--- src/rtl/cpwm_dt_pkg.sv ---
package cpwm_dt_pkg;
  typedef enum logic {
    DT_TRAIL = 1'b0,
    DT_LEAD  = 1'b1
  } dt_edge_e;

  typedef enum logic {
    FLG_FALL = 1'b0,
    FLG_BOTH = 1'b1
  } flag_sel_e;

  typedef struct packed {
    flag_sel_e flag_sel;
    dt_edge_e  dt_edge;
  } mode_t;

  localparam int NUM_LANES = 2;
  localparam int LANE_DUTY = 0;
  localparam int LANE_DEAD = 1;
endpackage

--- src/rtl/cpwm_dt_buf.sv ---
module cpwm_dt_buf #(
  parameter int W = 16
) (
  input  logic         clk,
  input  logic         rst,
  input  logic         wr,
  input  logic [W-1:0] din,
  input  logic         load,
  output logic [W-1:0] act
);
  logic [W-1:0] shadow_q;
  logic [W-1:0] act_q;

  always_ff @(posedge clk) begin
    if (rst) begin
      shadow_q <= '0;
      act_q    <= '0;
    end else begin
      if (wr) shadow_q <= din;
      if (load) act_q <= shadow_q;
    end
  end

  assign act = act_q;
endmodule

--- src/rtl/cpwm_dt_cmp.sv ---
module cpwm_dt_cmp #(
  parameter int W = 16
) (
  input  logic [W-1:0] tb_val,
  input  logic         tb_up,
  input  logic [W-1:0] thr,
  output logic         hit_up,
  output logic         hit_dn
);
  logic eq;

  always_comb begin
    eq     = (tb_val == thr);
    hit_up = eq && tb_up;
    hit_dn = eq && !tb_up;
  end
endmodule

--- src/rtl/cpwm_dt_timer.sv ---
module cpwm_dt_timer #(
  parameter int W = 16
) (
  input  logic         clk,
  input  logic         rst,
  input  logic         start,
  input  logic         abort,
  input  logic [W-1:0] limit,
  output logic         fire
);
  localparam logic [W-1:0] ONE = {{(W-1){1'b0}}, 1'b1};

  logic         run_q;
  logic [W-1:0] cnt_q;
  logic         zero_len;
  logic         reached;

  always_comb begin
    zero_len = (limit == '0);
    reached  = run_q && (cnt_q >= limit);
    fire     = (start && zero_len) || (!start && reached);
  end

  always_ff @(posedge clk) begin
    if (rst) begin
      run_q <= 1'b0;
      cnt_q <= '0;
    end else if (abort) begin
      run_q <= 1'b0;
    end else if (start) begin
      run_q <= !zero_len;
      cnt_q <= ONE;
    end else if (run_q) begin
      if (reached) run_q <= 1'b0;
      else cnt_q <= cnt_q + ONE;
    end
  end
endmodule

--- src/rtl/ctr_pwm_dt.sv ---
module ctr_pwm_dt
  import cpwm_dt_pkg::*;
#(
  parameter int W = 16
) (
  input  logic         clk,
  input  logic         rst,
  input  logic [W-1:0] tbase_val,
  input  logic         tbase_up,
  input  logic [1:0]   mode_sel,
  input  logic         a_wr,
  input  logic [W-1:0] a_data,
  input  logic         b_wr,
  input  logic [W-1:0] b_data,
  output logic         pwm_o,
  output logic         flag_o
);
  mode_t        mode;
  logic         at_min;
  logic         lane_wr  [NUM_LANES];
  logic [W-1:0] lane_din [NUM_LANES];
  logic [W-1:0] lane_act [NUM_LANES];

  assign mode   = mode_t'(mode_sel);
  assign at_min = (tbase_val == '0);

  assign lane_wr[LANE_DUTY]  = a_wr;
  assign lane_din[LANE_DUTY] = a_data;
  assign lane_wr[LANE_DEAD]  = b_wr;
  assign lane_din[LANE_DEAD] = b_data;

  for (genvar i = 0; i < NUM_LANES; i++) begin : g_lane
    cpwm_dt_buf #(.W(W)) u_buf (
      .clk  (clk),
      .rst  (rst),
      .wr   (lane_wr[i]),
      .din  (lane_din[i]),
      .load (at_min),
      .act  (lane_act[i])
    );
  end

  logic hit_up;
  logic hit_dn;

  cpwm_dt_cmp #(.W(W)) u_cmp (
    .tb_val (tbase_val),
    .tb_up  (tbase_up),
    .thr    (lane_act[LANE_DUTY]),
    .hit_up (hit_up),
    .hit_dn (hit_dn)
  );

  logic dt_start;
  logic direct_hit;
  logic direct_lvl;
  logic delayed_lvl;
  logic dt_fire;

  always_comb begin
    if (mode.dt_edge == DT_LEAD) begin
      dt_start    = hit_up;
      direct_hit  = hit_dn;
      direct_lvl  = 1'b0;
      delayed_lvl = 1'b1;
    end else begin
      dt_start    = hit_dn;
      direct_hit  = hit_up;
      direct_lvl  = 1'b1;
      delayed_lvl = 1'b0;
    end
  end

  cpwm_dt_timer #(.W(W)) u_timer (
    .clk   (clk),
    .rst   (rst),
    .start (dt_start),
    .abort (direct_hit),
    .limit (lane_act[LANE_DEAD]),
    .fire  (dt_fire)
  );

  logic out_q;
  logic flg_q;
  logic out_d;
  logic flg_d;

  always_comb begin
    out_d = out_q;
    if (direct_hit) out_d = direct_lvl;
    else if (dt_fire) out_d = delayed_lvl;
    flg_d = (out_q && !out_d) ||
            ((mode.flag_sel == FLG_BOTH) && !out_q && out_d);
  end

  always_ff @(posedge clk) begin
    if (rst) begin
      out_q <= 1'b0;
      flg_q <= 1'b0;
    end else begin
      out_q <= out_d;
      flg_q <= flg_d;
    end
  end

  assign pwm_o  = out_q;
  assign flag_o = flg_q;
endmodule

--- config.mk ---
export PLATFORM = sky130hd
export DESIGN_NAME = ctr_pwm_dt
export DESIGN_NICKNAME = d
export VERILOG_FILES = /design/src/rtl/cpwm_dt_pkg.sv /design/src/rtl/cpwm_dt_buf.sv /design/src/rtl/cpwm_dt_cmp.sv /design/src/rtl/cpwm_dt_timer.sv /design/src/rtl/ctr_pwm_dt.sv
export SDC_FILE = /design/constraint.sdc
export NUM_CORES = 1
export LEC_CHECK = 0
export CELL_PAD_IN_SITES_DETAIL_PLACEMENT = 1
export CELL_PAD_IN_SITES_GLOBAL_PLACEMENT = 1
export CORE_ASPECT_RATIO = 1.1
export CORE_MARGIN = 3
export CORE_UTILIZATION = 40
export CTS_CLUSTER_DIAMETER = 200
export DETAILED_ROUTE_END_ITERATION = 16
export DONT_BUFFER_PORTS = 1
export HOLD_SLACK_MARGIN = 0.1
export MAX_ROUTING_LAYER = met4
export PLACE_DENSITY_LB_ADDON = 0.1
export SYNTH_ARGS = -nofsm -noshare
export SYNTH_HDL_FRONTEND = slang
export SYNTH_HIERARCHICAL = 1
export SYNTH_SLANG_ARGS = --single-unit
--- constraint.sdc ---
create_clock -name clk -period 3.9 [get_ports clk]
set_input_delay 0.78 -clock clk [delete_from_list [all_inputs] [get_ports clk]]
set_output_delay 0.78 -clock clk [all_outputs]
set_load 0.02 [all_outputs]
* Word level (Yosys, flattened, before mapping)
Cells that the tools add are included.
** Storage, ports and cells
- Register bits after elaboration :: 83
- Output and inout port bits :: 2
- Logic and storage cells :: 45
** Cells by class
- Add/sub/neg operators :: 1
- Order comparisons :: 1
- Equal/unequal tests :: 2
- Mux-type cells :: 12
- Bitwise operators :: 1
- Reductions and logical operators :: 20
** Operators by type and width (number)
- two-way mux 16 bit :: 3
- logical NOT 16 bit :: 2
- adder 16 x 1 -> 16 bit, second input constant :: 1
- == test 16 bit :: 1
- greater-or-equal comparator 16 bit :: 1
- two-way mux 1 bit :: 9
- logical AND 1 bit :: 8
- logical NOT 1 bit :: 5
- AND reduction 3 bit :: 1
- logical OR 1 bit :: 2
- inequality test 2 x 1 -> 1 bit, second input constant :: 1
- nonzero test 2 bit :: 1
- OR reduction 2 bit :: 1
- NOT 1 bit :: 1

* Logic depth before layout (Yosys ltp)
Gate-level depths: netlist of the first run.
- Word-level depth :: 11
- Mapped depth :: 11
- Gate-level depth less buffers :: 11

* Cells and area by module
Netlist of the first run, hierarchy kept.
** Modules (own cells, without submodules)
- cpwm_dt_buf :: instances 2, cells each 103, area an instance 1157.4 um2
- cpwm_dt_timer :: instances 1, cells each 166, area an instance 1270.0 um2
- cpwm_dt_cmp :: instances 1, cells each 23, area an instance 185.2 um2
- ctr_pwm_dt :: instances 1, cells each 19, area an instance 181.4 um2

* Worst setup path before layout of the first run
OpenSTA, ideal clock, no wires.
- Path kind :: input port to flip-flop
- From :: input port tbase_val[2]
- To :: register u_timer.cnt_q[11]
- Library setup time :: 0.074 ns
- Arrival :: 2.912 ns
- Required time :: 3.826 ns
- Slack :: 0.914 ns
- Stages :: 11
- Buffers on the path :: 1
- Cell sequence :: xnor2_1 -> nand4_1 -> nor4_1 -> and2_2 -> mux2_1 -> nor2_1 -> nand2b_1 -> nor4_1 -> clkbuf_1 -> a31oi_1 -> a31oi_1
** Between the ends
- Longest elaborated chain between the ends :: 5
- Elaborated cells between the ends (all ways) :: 10
- Those cells by class :: eq/ne: 2; mux: 3; bitwise: 1; reduce/logical: 4
** RTL lines
- start, declared :: line ctr_pwm_dt.sv:8 : input logic [W-1:0] tbase_val,
- == test 16 bit (*) :: line cpwm_dt_cmp.sv:13 : eq = (tb_val == thr);
- logical AND 1 bit (*) :: line cpwm_dt_cmp.sv:14 : hit_up = eq && tb_up;
- net hit_up :: line ctr_pwm_dt.sv:43 : logic hit_up;
- two-way mux 1 bit (*) :: line ctr_pwm_dt.sv:61 : if (mode.dt_edge == DT_LEAD) begin
- net dt_start :: line ctr_pwm_dt.sv:54 : logic dt_start;
- inequality test 2 x 1 -> 1 bit (no line) / nonzero test 2 bit (equally long branches)
- AND reduction 3 bit (no line)
- end signal, assigned :: line cpwm_dt_timer.sv:35 : else cnt_q <= cnt_q + ONE;
- end, declared :: line cpwm_dt_timer.sv:14 : logic [W-1:0] cnt_q;
The timed path passes the listed nets; every way through them passes the cells marked *.
A chain may end at the register's enable or synchronous reset.

* Worst setup path after layout of the first run
- From :: input port tbase_val[14]
- To :: register out_q (netlist: pwm_o)
** Between the ends
- Longest elaborated chain between the ends :: 8
- Elaborated cells between the ends (all ways) :: 11
- Those cells by class :: eq/ne: 1; mux: 4; reduce/logical: 6
** RTL lines
- == test 16 bit (*) :: line cpwm_dt_cmp.sv:13
- logical AND 1 bit (*) :: line cpwm_dt_cmp.sv:15 : hit_dn = eq && !tb_up;
- net hit_dn :: line ctr_pwm_dt.sv:44 : logic hit_dn;
- two-way mux 1 bit (*) :: line ctr_pwm_dt.sv:61
- net dt_start :: line ctr_pwm_dt.sv:54
- logical NOT 1 bit :: line cpwm_dt_timer.sv:21 : fire = (start && zero_len) || (!start && reached);
- logical AND 1 bit :: line cpwm_dt_timer.sv:21
- logical OR 1 bit (*) :: line cpwm_dt_timer.sv:21
- net dt_fire :: line ctr_pwm_dt.sv:58 : logic dt_fire;
- two-way mux 1 bit (*) :: line ctr_pwm_dt.sv:91 : else if (dt_fire) out_d = delayed_lvl;
- two-way mux 1 bit (*) :: line ctr_pwm_dt.sv:90 : if (direct_hit) out_d = direct_lvl;
- end signal, assigned :: line ctr_pwm_dt.sv:101 : out_q <= out_d;
- end, declared :: line ctr_pwm_dt.sv:83 : logic out_q;
Marks and branches as above.

==> impl_results.md, run 1 <==
* Post-Place Cells at 516
* Starting Density at 41.6%
* Final Wtd Congestion at 0.834
* Worst Reg2Reg Path Length in Cells at 11
* Vias at 2903
* WS Path Type: input port to register
* Row cnt at 37
* Vias in the first global route at 2986
* Min-Delay Path Class: register to register
* Slew margin rel. at 55.3%
* Initial antenna violation count at 0
* Nets@finish at 482
* Async SR Flop Fraction at 0%
* Top delay family on crit path: simple AND/OR/NAND/NOR gates
* Top FF cell, synth: dfxtp_1
* Hold Violations, Final at 0
* Routed WL at 8.95 mm
* Most frequent cells in the layout: dfxtp_1 (83), nor2_1 (73), mux2i_1 (64), inv_1 (17), ha_1 (17)
* Hold_ws at 490 ps
* # fillers at 1099
* Leak pwr at 0.00159 uW
* WL per Instance at 16.8 microns
* Cell chain of the critical path: xnor2_1, nand4_1, nor4_1, nor2b_1, mux2_1, nor4b_1, nand3_1, nor4_1, o21bai_1, o21bai_1, a221oi_1
* Die area at 0.0111 sq mm
* Final setup TNS at 0 ps
* Clock Root Buffer: clkbuf_8
* Ant diodes at 0
* Seq cells post-synth at 83
* Post-CTS sizing at 0
* EDFF count, synth at 0
* Status: completed
* Yosys cell types at 47
* Syn_nets at 486
* Peak Freq at 314 MHz
* Type of element launching the critical path: input port
* Remaining DRCs at 0
* Largest net degree at the start of global routing at 72
* Deepest clock path buffer count at 2
* Min cycle time layout at 3180 ps
* Mapped Avg Cell Area at 9.54 sq um
* Slew at the pin closest to its max-slew limit at 670 ps
* Skew final at 7.28 ps
* Via/cell ratio at 5.46
* Hold_buf cts at 0
* Yosys warns at 6
* Fraction of layout cells with a size suffix above 1 at 7.23%
* Post-synthesis sequential area ratio at 42.1%
* Final Setup Violations at 0
* I/O Buffers at 0
* Post-route ant nets at 0
* Num CTS Buffers at 9
* 1st-pass router iterations at 4
* GRT overflow at 0
* Power, Total at 1640 uW
* Commonest non-fill, non-tap cell in the layout: dfxtp_1
* Synth Instances at 414
* P per Cell Area at 392 mW/mm^2
* Critical path's slowest cell: nor4_1
* Final Core Density at 44.1%
* CP Buf/Inv Count at 0
* CP endpoint kind: register
* Layout area overhead at 5.86%
* # IOs at 57
* CTS H-tree depth at 3
* Tcrit/Tclk final at 81.5%
* CTS sink cnt at 83
* RSZ-0062 raised after global routing: false
* Post-synthesis cell area at 0.00395 sq mm
* Worst hold path stage count at 1
* Clock transition at path regs at 90 ps
* Maxcap violations at 0
* Finished Layout Cells at 532
* Slowest stage delay, CP at 470 ps
* WP depth at 11
* Core region area at 0.00949 sq mm
* Die Width at 101 microns
* Required @ worst endpoint at 4160 ps
* Post-DP HPWL at 6.57 mm
* Peak supply drop at 0.000249 V
* Clk Latency, worst-skew pair at 360 ps
* DR iter-0 viols at 74
* Chip Height at 110 microns
* Worst-path maximum fanout at 7
* Post-CTS setup buffer count at 0
* First-pass GRT wire length at 14.8 mm
* Arrival @ worst endpoint at 3440 ps
* GRT Overall Usage at 17.5%
* Pins Over Slew Limit at 0
* CTS tree: yes
[synthesized netlist by cell type (3+ instances only)]
cell      number  area share (%)
nor3_1         3            0.38
and3_1         6            0.95
inv_1         17             1.6
nand3_1       10             1.3
buf_6          4             1.1
buf_2          6            0.76
buf_12         4             2.0
mux2i_1       64              16
a41oi_1        3            0.67
nor2_1        73             6.9
dfxtp_1       83              42
nand2b_1       6            0.95
nor4_1         9             1.4
ha_1          17             5.4
nand2_1       16             1.5
xnor2_1       16             3.5
clkbuf_1       4            0.38
nand4_1        8             1.3
a21oi_1       15             1.9
o21a_1         6             1.1
a31oi_1       11             1.7
[metrics by stage]
| step | cell area [sq um] | setup WS, ps |
|---|---|---|
| floorplan | 3950 | 914 |
| detailed placement | 3960 | 378 |
| global route | 4180 | 337 |
| CTS | 4180 | 725 |
| global placement | 3960 | 568 |
| finish | 4180 | 720 |
[cells by family after synthesis]
| family | Yosys count | synth area share, % |
|---|---|---|
| xor+xnor | 16 | 3.55 |
| compound gates | 50 | 8.55 |
| simple gates | 146 | 17.7 |
| mux | 66 | 16.8 |
| buf+inv | 36 | 6.02 |
| fa+ha+maj | 17 | 5.38 |
| flops | 83 | 42.1 |
[report_power, final]
part	switching (uW)	total [uW]	internal [uW]
clock network	323	705	382
registers	13.4	881	867
logic	22.1	55.1	33.0
total	359	1640	1280
[final cells by class]
| class | instances | area, sq um | area share [%] |
|---|---|---|---|
| multi-input combinational | 295 | 2050 | 49.1 |
| clock buffer | 11 | 141 | 3.38 |
| inverter | 17 | 63.8 | 1.53 |
| tap | 117 | 146 | 3.50 |
| sequential | 83 | 1660 | 39.7 |
| clock inverter | 5 | 86.3 | 2.06 |
| timing repair buffer | 4 | 30.0 | 0.718 |
[flip-flops by register name, summed over array words and instances (netlist names)]
name / cells
g_lane.u_buf/act: 32
g_lane.u_buf/shadow_q: 32
u_timer/cnt_q: 16
flag_o: 1
pwm_o: 1
u_timer/run_q: 1
[metal layers]
metal / share of wire [%] / wire (microns) / vias up / track usage (%)
met1: 50 / 4450 / 1411 / 22.9
met3: 4.2 / 372 / 10 / 4.15
met2: 44 / 3980 / 39 / 26.4
li1: - / - / 1443 / -
met5: 0 / 0 / - / -
met4: 1.6 / 144 / 0 / 6.16
[final timing paths]
path | startpoint | slack [ps] | to
max | tbase_val[14] | 720 | pwm_o
min reg2reg | u_timer/cnt_q[15] | 490 | u_timer/cnt_q[15]
min | u_timer/cnt_q[15] | 490 | u_timer/cnt_q[15]
max reg2reg | g_lane[0].u_buf/act[14] | 760 | pwm_o
(Power assumes the default switching activity.)
==> inputs of run 2 (changes only) <==
--- a/config.mk
+++ b/config.mk
@@ -5,6 +5,7 @@
 export SDC_FILE = /design/constraint.sdc
 export NUM_CORES = 1
 export LEC_CHECK = 0
+export ABC_AREA = 1
 export CELL_PAD_IN_SITES_DETAIL_PLACEMENT = 1
 export CELL_PAD_IN_SITES_GLOBAL_PLACEMENT = 1
 export CORE_ASPECT_RATIO = 1.1
==> constraint.sdc (replaced) <==
create_clock -name clk -period 2.8 [get_ports clk]
set_input_delay 0.56 -clock clk [delete_from_list [all_inputs] [get_ports clk]]
set_output_delay 0.56 -clock clk [all_outputs]
set_load 0.02 [all_outputs]
==> run 2 against run 1 <==
  * Hold slack lost 200 ps
  * Utilization rose by 0.32 points
  * Register-to-register slack worse by 400 ps
  * Sequential share of layout area is 7.3 points lower
  * Flip-flop and latch count stayed put
  * Area after synthesis grew 21%
  * Worst setup slack got worse by 360 ps
  * Via count grew 49%
  * Clock power increased by 70%
  * Critical path depth rose by 8
  * Clock skew is 1.4 ps lower
  * Critical endpoint is now flag_o
==> impl_results.md, run 2 <==
* Status: completed
* Final setup TNS at 0 ps
* Slew at the pin closest to its max-slew limit at 962 ps
* Clk Latency, worst-skew pair at 330 ps
* Adder-cell share of the synthesized area at 4.47%
* CP dominant cell by count: nand2_1
* Clock transition at path regs at 60 ps
* Post-synthesis sequential area ratio at 34.9%
* Chip Height at 120 microns
* RSZ-0062 raised after global routing: false
* # IOs at 57
* CP endpoint kind: register
* DR iter-0 viols at 185
* Pins Over Slew Limit at 0
* Vias at 4324
* P per Cell Area at 500 mW/mm^2
* Via/cell ratio at 4.66
* Area leader, netlist: dfxtp_1
* Placed Instance Area at 0.00482 sq mm
* Deepest clock path buffer count at 2
* Type of element launching the critical path: register
* EDFF count, synth at 0
* Post-route ant nets at 0
* Synth top area share at 34.9%
* Die Width at 110 microns
* CTS sink cnt at 83
* Seq cells post-synth at 83
* Arrival @ worst endpoint at 2670 ps
* Min cycle time layout at 2440 ps
* Initial antenna violation count at 0
* 1st-pass router iterations at 4
* Synth Instances at 781
* Starting Density at 41.3%
* CTS tree: yes
* Mapped Avg Cell Area at 6.10 sq um
* Top FF cell, synth: dfxtp_1
* Peak Freq at 410 MHz
* Largest net degree at the start of global routing at 65
* Maxcap violations at 0
* Post-CTS setup buffer count at 0
* Post-CTS sizing at 0
* CTS H-tree depth at 3
* Required @ worst endpoint at 3030 ps
* Synth Area in Compound Gates at 3.76%
* Final Setup Violations at 0
* Die area at 0.0133 sq mm
* Yosys cell types at 31
* Leak pwr at 0.00250 uW
* Vias in the first global route at 4355
* Layout area overhead at 7.56%
* GRT overflow at 0
* Largest family of logic cells by synthesized area: simple AND/OR/NAND/NOR gates
* Post-synthesis cell area at 0.00476 sq mm
* Cell area after layout at 0.00512 sq mm
* Mux cell area share after synthesis at 0%
* Hold_buf cts at 0
* Post-Synth Simple-Gate Area at 41.7%
* Clock Root Buffer: clkbuf_16
* Commonest non-fill, non-tap cell in the layout: nand2_1
* WS Path Type: register to register
* Tcrit/Tclk final at 87.2%
* Routed WL at 11.7 mm
* Worst hold path stage count at 1
* Slowest stage delay, CP at 400 ps
* XOR/XNOR Fraction of Synth Area at 0.552%
* Syn_nets at 853
* GRT Overall Usage at 19.2%
* Skew final at 5.84 ps
* Worst Reg2Reg Path Length in Cells at 19
* Slew margin rel. at 35.8%
* Critical path's slowest cell: dfxtp_1
* I/O Buffers at 0
* Most common cell in the synthesized netlist: nand2_1
* Hold Violations, Final at 0
* WL per Instance at 12.6 microns
* # fillers at 1583
* Min-Delay Path Class: input port to register
* Power, Total at 2560 uW
* Ant diodes at 0
* Num CTS Buffers at 9
* Worst-path maximum fanout at 3
* Cells taking the most area after synthesis: dfxtp_1 (35%), nand2_1 (18%), nor2_1 (15%)
* Peak supply drop at 0.000239 V
* Remaining DRCs at 0
* Nets@finish at 846
* Fraction of layout cells with a size suffix above 1 at 4.76%
* Most frequent cells in the layout: nand2_1 (234), nor2_1 (193), inv_1 (127), dfxtp_1 (83), nand3_1 (31)
* Commonest cells in the synthesized netlist: nand2_1 (234), nor2_1 (194), inv_1 (127), dfxtp_1 (83), nand3_1 (31)
* Cell chain of the critical path: inv_1, nand2_1, nand2_1, nor2_1, nand2_1, nor2_1, nand2_1, nor2_1, nand2_1, nand2_1, nand4_1, nor3_1, nand4_1, nand2_1, inv_1, nand2_1, nand3_2, a21oi_1, nor2_1
* Post-DP HPWL at 8.66 mm
* First-pass GRT wire length at 20.0 mm
* Final Wtd Congestion at 0.837
* Async SR Flop Fraction at 0%
* Yosys warns at 6
* Row cnt at 41
* Core region area at 0.0115 sq mm
[run 2: cell count changes in the layout (fill, tap and decap cells not counted), sizes merged, moves of 7 or more]
cell	change
inv	+113
xnor2	-15
nand3	+24
mux2i	-64
nand2	+222
nor4	-7
a31oi	-11
nor2	+123
a21oi	+10
[run 2: per-layer routing]
metal / vias to the layer above / GRT usage (%) / wire (microns)
li1: 2302 / - / -
met1: 1945 / 25.5 / 5900
met2: 67 / 29.8 / 5210
met3: 10 / 3.63 / 412
met4: 0 / 5.69 / 164
met5: - / - / 0
[run 2: area by class of cell]
| cell class | instances | area [sq um] | area share, % |
|---|---|---|---|
| sequential | 83 | 1660 | 32.4 |
| multi-input combinational | 543 | 2410 | 47.0 |
| tap | 150 | 188 | 3.66 |
| clock buffer | 11 | 253 | 4.93 |
| inverter | 131 | 492 | 9.60 |
| clock inverter | 4 | 50.0 | 0.977 |
| timing repair buffer | 6 | 70.1 | 1.37 |
[run 2: worst paths after layout]
check / from / end / slack [ps]
max: g_lane[0].u_buf/act[7] / flag_o / 360
min: rst / u_timer/cnt_q[15] / 290
max reg2reg: g_lane[0].u_buf/act[7] / flag_o / 360
min reg2reg: g_lane[1].u_buf/shadow_q[2] / g_lane[1].u_buf/shadow_q[2] / 470
[run 2: report_power, final]
group / leakage, uW / switching [uW] / internal [uW] / total (uW)
logic: 0.00168 / 80.2 / 52.6 / 133
registers: 0.000677 / 15.7 / 1210 / 1230
clock network: 0.000144 / 470 / 733 / 1200
[run 2: critical path: cells and delay by family (launching register included)]
family,cells,cell delay [ps]
simple gates,16,1680
flops,1,400
compound gates,1,140
buf+inv,2,130
[run 2: cell families (layout without fill, tap and decap cells)]
kind of cell | after synthesis | count (layout)
compound gates | 33 | 33
xor+xnor | 3 | 3
fa+ha+maj | 17 | 17
buf+inv | 155 | 152
flops | 83 | 83
simple gates | 490 | 490
[run 2: through the flow]
step,instances,hold WS (ps),setup WS [ps],utilization (%)
2_1_floorplan,781,449,557,-
4_1_cts,928,275,361,44.4
6_report,928,288,358,44.4
5_1_grt,928,271,132,44.4
3_5_place_dp,913,467,231,41.8
3_3_place_gp,913,459,268,41.8
